<file path="config.mk">
export PLATFORM = sky130hd
export DESIGN_NAME = bitband_bridge
export DESIGN_NICKNAME = d
export VERILOG_FILES = /design/src/rtl/bb_pkg.sv /design/src/rtl/bb_win_decode.sv /design/src/rtl/bb_bit_lane.sv /design/src/rtl/bb_ctrl.sv /design/src/rtl/bitband_bridge.sv
export SDC_FILE = /design/constraint.sdc
export NUM_CORES = 1
export LEC_CHECK = 0
export BUFFER_PORTS_ARGS = -buffer_cell sky130_fd_sc_hd__buf_4
export CORE_ASPECT_RATIO = 0.6
export CORE_UTILIZATION = 49
export CTS_CLUSTER_DIAMETER = 30
export DETAILED_ROUTE_END_ITERATION = 10
export HOLD_SLACK_MARGIN = 0.1
export PLACE_DENSITY = 0.95
export SLEW_MARGIN = 5
export SYNTH_ARGS = -nofsm -noshare
export SYNTH_HDL_FRONTEND = slang
export SYNTH_SLANG_ARGS = --single-unit
</file>
<file path="constraint.sdc">
create_clock -name clk_i -period 5.5 [get_ports clk_i]
set_clock_uncertainty 0.05 [all_clocks]
set_input_delay 0.275 -clock clk_i [delete_from_list [all_inputs] [get_ports clk_i]]
set_output_delay 0.275 -clock clk_i [all_outputs]
set_load 0.005 [all_outputs]
</file>
<file path="src/rtl/bb_pkg.sv">
package bb_pkg;

  typedef enum logic [1:0] {
    SZ_BYTE = 2'd0,
    SZ_HALF = 2'd1,
    SZ_WORD = 2'd2,
    SZ_BAD  = 2'd3
  } acc_size_e;

  typedef enum logic [1:0] {
    ST_IDLE  = 2'd0,
    ST_READ  = 2'd1,
    ST_WRITE = 2'd2,
    ST_RESP  = 2'd3
  } bb_state_e;

  // byte count of a size code, 0 for the illegal code
  function automatic logic [2:0] size_bytes(input logic [1:0] sz);
    case (sz)
      SZ_BYTE: size_bytes = 3'd1;
      SZ_HALF: size_bytes = 3'd2;
      SZ_WORD: size_bytes = 3'd4;
      default: size_bytes = 3'd0;
    endcase
  endfunction

endpackage

</file>
<file path="src/rtl/bb_win_decode.sv">
module bb_win_decode
  import bb_pkg::*;
#(
  parameter int unsigned ADDR_W    = 32,
  parameter int unsigned DATA_W    = 32,
  parameter int unsigned NUM_WIN   = 2,
  parameter int unsigned SPAN_LOG2 = 25,
  parameter logic [NUM_WIN-1:0][ADDR_W-1:0] ALIAS_BASE = '0,
  parameter logic [NUM_WIN-1:0][ADDR_W-1:0] BACK_BASE  = '0,
  localparam int unsigned POS_W    = $clog2(DATA_W),
  localparam int unsigned OFF_SH   = 3 + $clog2(DATA_W / 8)
) (
  input  logic [ADDR_W-1:0] addr_i,
  input  logic [1:0]        size_i,
  output logic              ok_o,
  output logic [ADDR_W-1:0] back_addr_o,
  output logic [POS_W-1:0]  bit_pos_o
);

  logic [NUM_WIN-1:0]              win_hit;
  logic [NUM_WIN-1:0][ADDR_W-1:0]  win_addr;
  logic [ADDR_W-1:0]               raw_addr;
  logic [2:0]                      nbytes;
  logic [ADDR_W-1:0]               align_mask;
  logic [POS_W-1:0]                pos_mask;
  logic                            unused_lsb;

  assign unused_lsb = ^addr_i[1:0];

  for (genvar w = 0; w < NUM_WIN; w++) begin : g_win
    assign win_hit[w]  = addr_i[ADDR_W-1:SPAN_LOG2] == ALIAS_BASE[w][ADDR_W-1:SPAN_LOG2];
    assign win_addr[w] = BACK_BASE[w]
                       | (ADDR_W'(addr_i[SPAN_LOG2-1:0]) >> OFF_SH);
  end

  always_comb begin
    raw_addr = '0;
    for (int w = 0; w < NUM_WIN; w++) begin
      if (win_hit[w]) raw_addr = raw_addr | win_addr[w];
    end
  end

  assign nbytes      = size_bytes(size_i);
  assign align_mask  = ~(ADDR_W'(nbytes) - ADDR_W'(1));
  assign pos_mask    = POS_W'({nbytes, 3'b000} - 6'd1);
  assign ok_o        = (|win_hit) && (nbytes != 3'd0);
  assign back_addr_o = raw_addr & align_mask;
  assign bit_pos_o   = addr_i[POS_W+1:2] & pos_mask;

endmodule

</file>
<file path="src/rtl/bb_bit_lane.sv">
module bb_bit_lane
  import bb_pkg::*;
#(
  parameter int unsigned DATA_W = 32,
  localparam int unsigned POS_W = $clog2(DATA_W),
  localparam int unsigned NBYTE = DATA_W / 8
) (
  input  logic [DATA_W-1:0] rdata_i,
  input  logic [POS_W-1:0]  bit_pos_i,
  input  logic [1:0]        size_i,
  input  logic              wbit_i,
  output logic              rbit_o,
  output logic [DATA_W-1:0] wdata_o
);

  logic [2:0]        nbytes;
  logic [DATA_W-1:0] lane_mask;
  logic [DATA_W-1:0] merged;

  assign nbytes = size_bytes(size_i);

  for (genvar b = 0; b < NBYTE; b++) begin : g_lane
    assign lane_mask[8*b +: 8] = (b < int'(nbytes)) ? 8'hFF : 8'h00;
  end

  always_comb begin
    merged            = rdata_i;
    merged[bit_pos_i] = wbit_i;
  end

  assign rbit_o  = rdata_i[bit_pos_i];
  assign wdata_o = merged & lane_mask;

endmodule

</file>
<file path="src/rtl/bb_ctrl.sv">
module bb_ctrl
  import bb_pkg::*;
#(
  parameter int unsigned ADDR_W = 32,
  parameter int unsigned DATA_W = 32,
  localparam int unsigned POS_W = $clog2(DATA_W)
) (
  input  logic              clk_i,
  input  logic              rst_ni,
  input  logic              s_req_i,
  input  logic              s_we_i,
  input  logic              s_wbit_i,
  input  logic              dec_ok_i,
  input  logic [ADDR_W-1:0] dec_addr_i,
  input  logic [POS_W-1:0]  dec_pos_i,
  input  logic [1:0]        dec_size_i,
  output logic              s_ready_o,
  output logic              s_rsp_valid_o,
  output logic              s_rsp_err_o,
  output logic              s_rsp_rbit_o,
  output logic              m_req_o,
  output logic              m_we_o,
  output logic [ADDR_W-1:0] m_addr_o,
  output logic [1:0]        m_size_o,
  output logic [DATA_W-1:0] m_wdata_o,
  input  logic              m_rsp_valid_i,
  input  logic              m_err_i,
  input  logic              lane_rbit_i,
  input  logic [DATA_W-1:0] lane_wdata_i,
  output logic [POS_W-1:0]  pos_o,
  output logic [1:0]        size_o,
  output logic              wbit_o
);

  bb_state_e         state_q;
  logic              we_q, wbit_q, err_q, rbit_q;
  logic [ADDR_W-1:0] addr_q;
  logic [POS_W-1:0]  pos_q;
  logic [1:0]        size_q;
  logic [DATA_W-1:0] wdata_q;

  always_ff @(posedge clk_i or negedge rst_ni) begin
    if (!rst_ni) begin
      state_q <= ST_IDLE;
      we_q    <= 1'b0;
      wbit_q  <= 1'b0;
      err_q   <= 1'b0;
      rbit_q  <= 1'b0;
      addr_q  <= '0;
      pos_q   <= '0;
      size_q  <= SZ_BYTE;
      wdata_q <= '0;
    end else begin
      unique case (state_q)
        ST_IDLE: if (s_req_i) begin
          we_q    <= s_we_i;
          wbit_q  <= s_wbit_i;
          addr_q  <= dec_addr_i;
          pos_q   <= dec_pos_i;
          size_q  <= dec_size_i;
          err_q   <= !dec_ok_i;
          rbit_q  <= 1'b0;
          state_q <= dec_ok_i ? ST_READ : ST_RESP;
        end
        ST_READ: if (m_rsp_valid_i) begin
          if (m_err_i) begin
            err_q   <= 1'b1;
            state_q <= ST_RESP;
          end else if (we_q) begin
            wdata_q <= lane_wdata_i;
            state_q <= ST_WRITE;
          end else begin
            rbit_q  <= lane_rbit_i;
            state_q <= ST_RESP;
          end
        end
        ST_WRITE: if (m_rsp_valid_i) begin
          err_q   <= m_err_i;
          state_q <= ST_RESP;
        end
        ST_RESP: state_q <= ST_IDLE;
        default: state_q <= ST_IDLE;
      endcase
    end
  end

  assign s_ready_o     = state_q == ST_IDLE;
  assign s_rsp_valid_o = state_q == ST_RESP;
  assign s_rsp_err_o   = s_rsp_valid_o & err_q;
  assign s_rsp_rbit_o  = s_rsp_valid_o & rbit_q;
  assign m_req_o       = (state_q == ST_READ) || (state_q == ST_WRITE);
  assign m_we_o        = state_q == ST_WRITE;
  assign m_addr_o      = addr_q;
  assign m_size_o      = size_q;
  assign m_wdata_o     = wdata_q;
  assign pos_o         = pos_q;
  assign size_o        = size_q;
  assign wbit_o        = wbit_q;

endmodule

</file>
<file path="src/rtl/bitband_bridge.sv">
module bitband_bridge
  import bb_pkg::*;
#(
  parameter int unsigned ADDR_W    = 32,
  parameter int unsigned DATA_W    = 32,
  parameter int unsigned NUM_WIN   = 2,
  parameter int unsigned SPAN_LOG2 = 25,
  parameter logic [NUM_WIN-1:0][ADDR_W-1:0] ALIAS_BASE = {32'h4200_0000, 32'h2200_0000},
  parameter logic [NUM_WIN-1:0][ADDR_W-1:0] BACK_BASE  = {32'h4000_0000, 32'h2000_0000}
) (
  input  logic              clk_i,
  input  logic              rst_ni,
  input  logic              s_req_i,
  input  logic              s_we_i,
  input  logic [ADDR_W-1:0] s_addr_i,
  input  logic [1:0]        s_size_i,
  input  logic [DATA_W-1:0] s_wdata_i,
  output logic              s_ready_o,
  output logic              s_rsp_valid_o,
  output logic [DATA_W-1:0] s_rsp_rdata_o,
  output logic              s_rsp_err_o,
  output logic              m_req_o,
  output logic              m_we_o,
  output logic [ADDR_W-1:0] m_addr_o,
  output logic [1:0]        m_size_o,
  output logic [DATA_W-1:0] m_wdata_o,
  input  logic              m_rsp_valid_i,
  input  logic [DATA_W-1:0] m_rdata_i,
  input  logic              m_err_i
);

  localparam int unsigned POS_W = $clog2(DATA_W);

  logic              dec_ok;
  logic [ADDR_W-1:0] dec_addr;
  logic [POS_W-1:0]  dec_pos;
  logic [POS_W-1:0]  cur_pos;
  logic [1:0]        cur_size;
  logic              cur_wbit;
  logic              lane_rbit;
  logic [DATA_W-1:0] lane_wdata;
  logic              rsp_rbit;
  logic              unused_wdata;

  assign unused_wdata = ^s_wdata_i[DATA_W-1:1];

  bb_win_decode #(
    .ADDR_W    (ADDR_W),
    .DATA_W    (DATA_W),
    .NUM_WIN   (NUM_WIN),
    .SPAN_LOG2 (SPAN_LOG2),
    .ALIAS_BASE(ALIAS_BASE),
    .BACK_BASE (BACK_BASE)
  ) u_dec (
    .addr_i     (s_addr_i),
    .size_i     (s_size_i),
    .ok_o       (dec_ok),
    .back_addr_o(dec_addr),
    .bit_pos_o  (dec_pos)
  );

  bb_ctrl #(
    .ADDR_W(ADDR_W),
    .DATA_W(DATA_W)
  ) u_ctrl (
    .clk_i        (clk_i),
    .rst_ni       (rst_ni),
    .s_req_i      (s_req_i),
    .s_we_i       (s_we_i),
    .s_wbit_i     (s_wdata_i[0]),
    .dec_ok_i     (dec_ok),
    .dec_addr_i   (dec_addr),
    .dec_pos_i    (dec_pos),
    .dec_size_i   (s_size_i),
    .s_ready_o    (s_ready_o),
    .s_rsp_valid_o(s_rsp_valid_o),
    .s_rsp_err_o  (s_rsp_err_o),
    .s_rsp_rbit_o (rsp_rbit),
    .m_req_o      (m_req_o),
    .m_we_o       (m_we_o),
    .m_addr_o     (m_addr_o),
    .m_size_o     (m_size_o),
    .m_wdata_o    (m_wdata_o),
    .m_rsp_valid_i(m_rsp_valid_i),
    .m_err_i      (m_err_i),
    .lane_rbit_i  (lane_rbit),
    .lane_wdata_i (lane_wdata),
    .pos_o        (cur_pos),
    .size_o       (cur_size),
    .wbit_o       (cur_wbit)
  );

  bb_bit_lane #(
    .DATA_W(DATA_W)
  ) u_lane (
    .rdata_i  (m_rdata_i),
    .bit_pos_i(cur_pos),
    .size_i   (cur_size),
    .wbit_i   (cur_wbit),
    .rbit_o   (lane_rbit),
    .wdata_o  (lane_wdata)
  );

  assign s_rsp_rdata_o = {{(DATA_W-1){1'b0}}, rsp_rbit};

endmodule

</file>
==> results.py <==
metrics = {
    "setup_path": {
        "reg2reg_to": "u_ctrl.m_addr_o[13]",
        "worstSetupPathType": "flip-flop to flip-flop",
        "r2r_slack_ps": 3070,
        "r2r_start": "u_ctrl.state_q[0]",
        "cp.arrival_ps": 2640,
        "crit_fanout": 36,
        "end_kind": "flip-flop",
        "start_kind": "flip-flop",
        "r2r_cells": 8,
        "critical_path_required_ps": 5710,
    },
    "synth": {
        "ys_types": 45,
        "synth_async_sr_flop_share": 1.00,
        "seq_area_frac_synth": 0.436,
        "synth-edff-count": 0,
        "synthCells": 401,
        "ys_warn_count": 0,
        "yosys.area_share.adder": 0.0228,
        "synth_mux_area_frac": 0.153,
        "syn_area_sq_mm": 0.00385,
        "ys_seq_elements": 67,
        "synth_compound_area_frac": 0.127,
        "synthSimpleGateAreaFrac": 0.149,
        "syn_avg_cell_area_sq_um": 9.59,
        "ys.flop_type": "dfrtp_1",
        "synth_top_family_by_area": "multiplexers",
        "synthXorXnorAreaFrac": 0.00228,
    },
    "min_path": {
        "hp-class": "input port to flip-flop",
        "whs_endpoint": "u_ctrl.m_addr_o[11]",
        "holdCritStartpoint": "s_addr_i[16]",
        "hold_path_depth": 2,
    },
    "power_and_ir_drop": {
        "power_density_mw_per_mm2": 438,
        "p_leak_nw": 2.59,
        "vdd_drop_max_uv": 218,
        "power_mw": 2.22,
    },
    "routing": {
        "drt_wl_total_microns": 10300,
        "drt_drc_violations_left": 0,
        "vias": 3375,
        "antenna_left": 0,
        "wire_per_inst_microns": 16.2,
        "drt_iter0_markers": 258,
        "first_pass_iters": 6,
        "via_per_inst": 5.31,
    },
    "place": {
        "portBuffers": 132,
        "postPlaceCellArea_sq_mm": 0.00474,
        "hpwl_microns": 7470,
        "gp_congestion": 0.905,
        "place_ws_ps": 2680,
    },
    "sta": {
        "period_share": 0.441,
        "hold_viol": 0,
        "slew_viol_final": 0,
        "slew_headroom": 0.337,
        "rsz0062_at_grt": "false",
        "worst_pin_slew_ps": 995,
        "clock.fmax_mhz": 412,
        "setup_violations": 0,
        "fin_ws_ps": 3070,
        "timing.final.crit_period_ps": 2430,
        "fin_setup_tns_ps": 0,
    },
    "cts": {
        "numCtsBuffers": 9,
        "cts_tree": "yes",
        "htreeDepth": 3,
        "clk_path_buf_depth": 2,
        "clk_pin_slew_ps": 60,
        "ctsRootBufferMaster": "clkbuf_16",
        "cts_resized": 0,
        "cts.sinks": 67,
        "cts_setup_buffers": 0,
        "clk_latency_ps": 330,
    },
    "finish": {
        "nNetsFinal": 638,
        "fillers": 599,
        "drive_gt1_frac": 0.310,
        "synthToLayoutAreaGrowth_pct": 31.9,
        "diodes": 0,
        "design_area_sq_mm": 0.00507,
        "postLayoutCoreUtil": 0.684,
    },
    "die": {
        "die_w_microns": 116,
        "dieArea_sq_mm": 0.00822,
        "die_height_microns": 70.6,
        "io_pins": 207,
        "rows": 24,
        "core_area_sq_mm": 0.00742,
        "start_util": 0.519,
    },
    "global_routing": {
        "grtUsageTotal": 0.259,
        "grt_max_degree": 68,
        "grt_pass1_vias": 3241,
        "grt_pass1_wl_microns": 16100,
        "antenna_found_initial": 0,
        "overflow": 0,
    },
    "status": {
        "status": "complete, no violations",
    },
    "flow_run": {
        "cap_violations": 0,
    },
}
[final cells by class]
cell class | count | area, sq um | area share
Tap cell | 104 | 130 | 0.0256
Clock inverter | 5 | 37.5 | 0.00740
Clock buffer | 11 | 253 | 0.0498
Sequential cell | 67 | 1680 | 0.330
Multi-Input combinational cell | 305 | 1900 | 0.375
Inverter | 4 | 15.0 | 0.00296
Timing Repair Buffer | 140 | 1060 | 0.209
[Yosys cell counts (2+ instances only)]
library cell,n,share of area
nor2b_1,6,0.0098
nand3_1,10,0.013
buf_4,42,0.082
nand3b_1,2,0.0039
buf_2,2,0.0026
mux2i_1,44,0.11
clkbuf_1,20,0.020
nand2_1,59,0.058
o21ai_1,4,0.0052
or2_0,2,0.0033
a22o_1,18,0.041
a21oi_1,5,0.0065
ha_1,7,0.023
o22ai_1,3,0.0049
nand2b_1,9,0.015
nor2_1,20,0.020
mux2_2,9,0.026
inv_1,4,0.0039
and2_1,2,0.0033
nor3_1,6,0.0078
o21ai_0,36,0.047
mux4_2,2,0.012
dfrtp_1,67,0.44
[timing repair]
| item | CTS | global route |
|---|---|---|
| hold buffers | 4 | 0 |
| hold endpoints to repair | 70 | 0 |
| endpoints found under the setup margin | 0 | 0 |
[worst max-delay path by stage]
stage	from	end	cells past startpoint
after floorplan	u_ctrl.state_q[0]	u_ctrl.m_addr_o[10]	8
after global placement	u_ctrl.state_q[0]	u_ctrl.m_addr_o[14]	7
after detailed placement	u_ctrl.state_q[0]	u_ctrl.m_addr_o[18]	7
after CTS	u_ctrl.state_q[0]	u_ctrl.m_addr_o[15]	7
after global routing	u_ctrl.state_q[0]	u_ctrl.m_addr_o[13]	8
final	u_ctrl.state_q[0]	u_ctrl.m_addr_o[13]	8
[cells in the final DEF (no fill, tap or decap), types with 2 or more instances in the layout]
master and n:
clkinvlp_4 2, nor3_1 6, clkinv_4 2, nand3_1 10
o22ai_1 3, clkbuf_16 9, or2_0 2, conb_1 41
mux2_2 9, a21oi_1 5, o21ai_0 36, dlygate4sd3_1 4
nor2b_1 6, mux4_2 2, mux2i_1 44, nand2_1 59
inv_1 4, ha_1 7, nand2b_1 9, and2_1 2
clkbuf_8 2, nand3b_1 2, nor2_1 20, o21ai_1 4
buf_4 136, a22o_1 18, dfrtp_1 67
[cells by family after synthesis]
kind of cell / Yosys count
simple gates: 125
compound gates: 76
buf+inv: 69
flops: 67
mux: 55
fa+ha+maj: 7
other cells: 1
xor+xnor: 1
[where the power goes]
part	switching, mW	internal, mW
Combinational	0.429	0.441
Clock	0.218	0.330
Sequential	0.182	0.624
[sequential cells by signal, indices dropped and copies added (netlist names)]
register,flops
u_ctrl.rbit_q,1
u_ctrl.state_q,2
u_ctrl.m_wdata_o,32
u_ctrl.m_size_o,2
u_ctrl.pos_o,5
u_ctrl.we_q,1
u_ctrl.wbit_o,1
u_ctrl.m_addr_o,22
u_ctrl.err_q,1
[stage by stage]
| stage | instances | hold WS, ps |
|---|---|---|
| after floorplan | 441 | -70.6 |
| after global placement | 615 | 367 |
| after detailed placement | 615 | 394 |
| after CTS | 635 | 100 |
| after global routing | 636 | 102 |
| final | 636 | 107 |
[critical path, cell delays in order, from the launching register on]
cell and delay (ps):
dfrtp_1 430, inv_1 160, ha_1 240, nand2_1 60, buf_4 250, a21oi_1 270, nor2b_1 420, buf_4 280
a22o_1 170
[metal layers]
metal	GRT usage	up-vias	routed length, microns
li1	-	1565	-
met1	0.350	1642	4640
met2	0.393	152	4620
met3	0.0874	16	883
met4	0.0855	0	134
met5	0	-	0
Note: power is estimated with default switching activity, not from simulation.
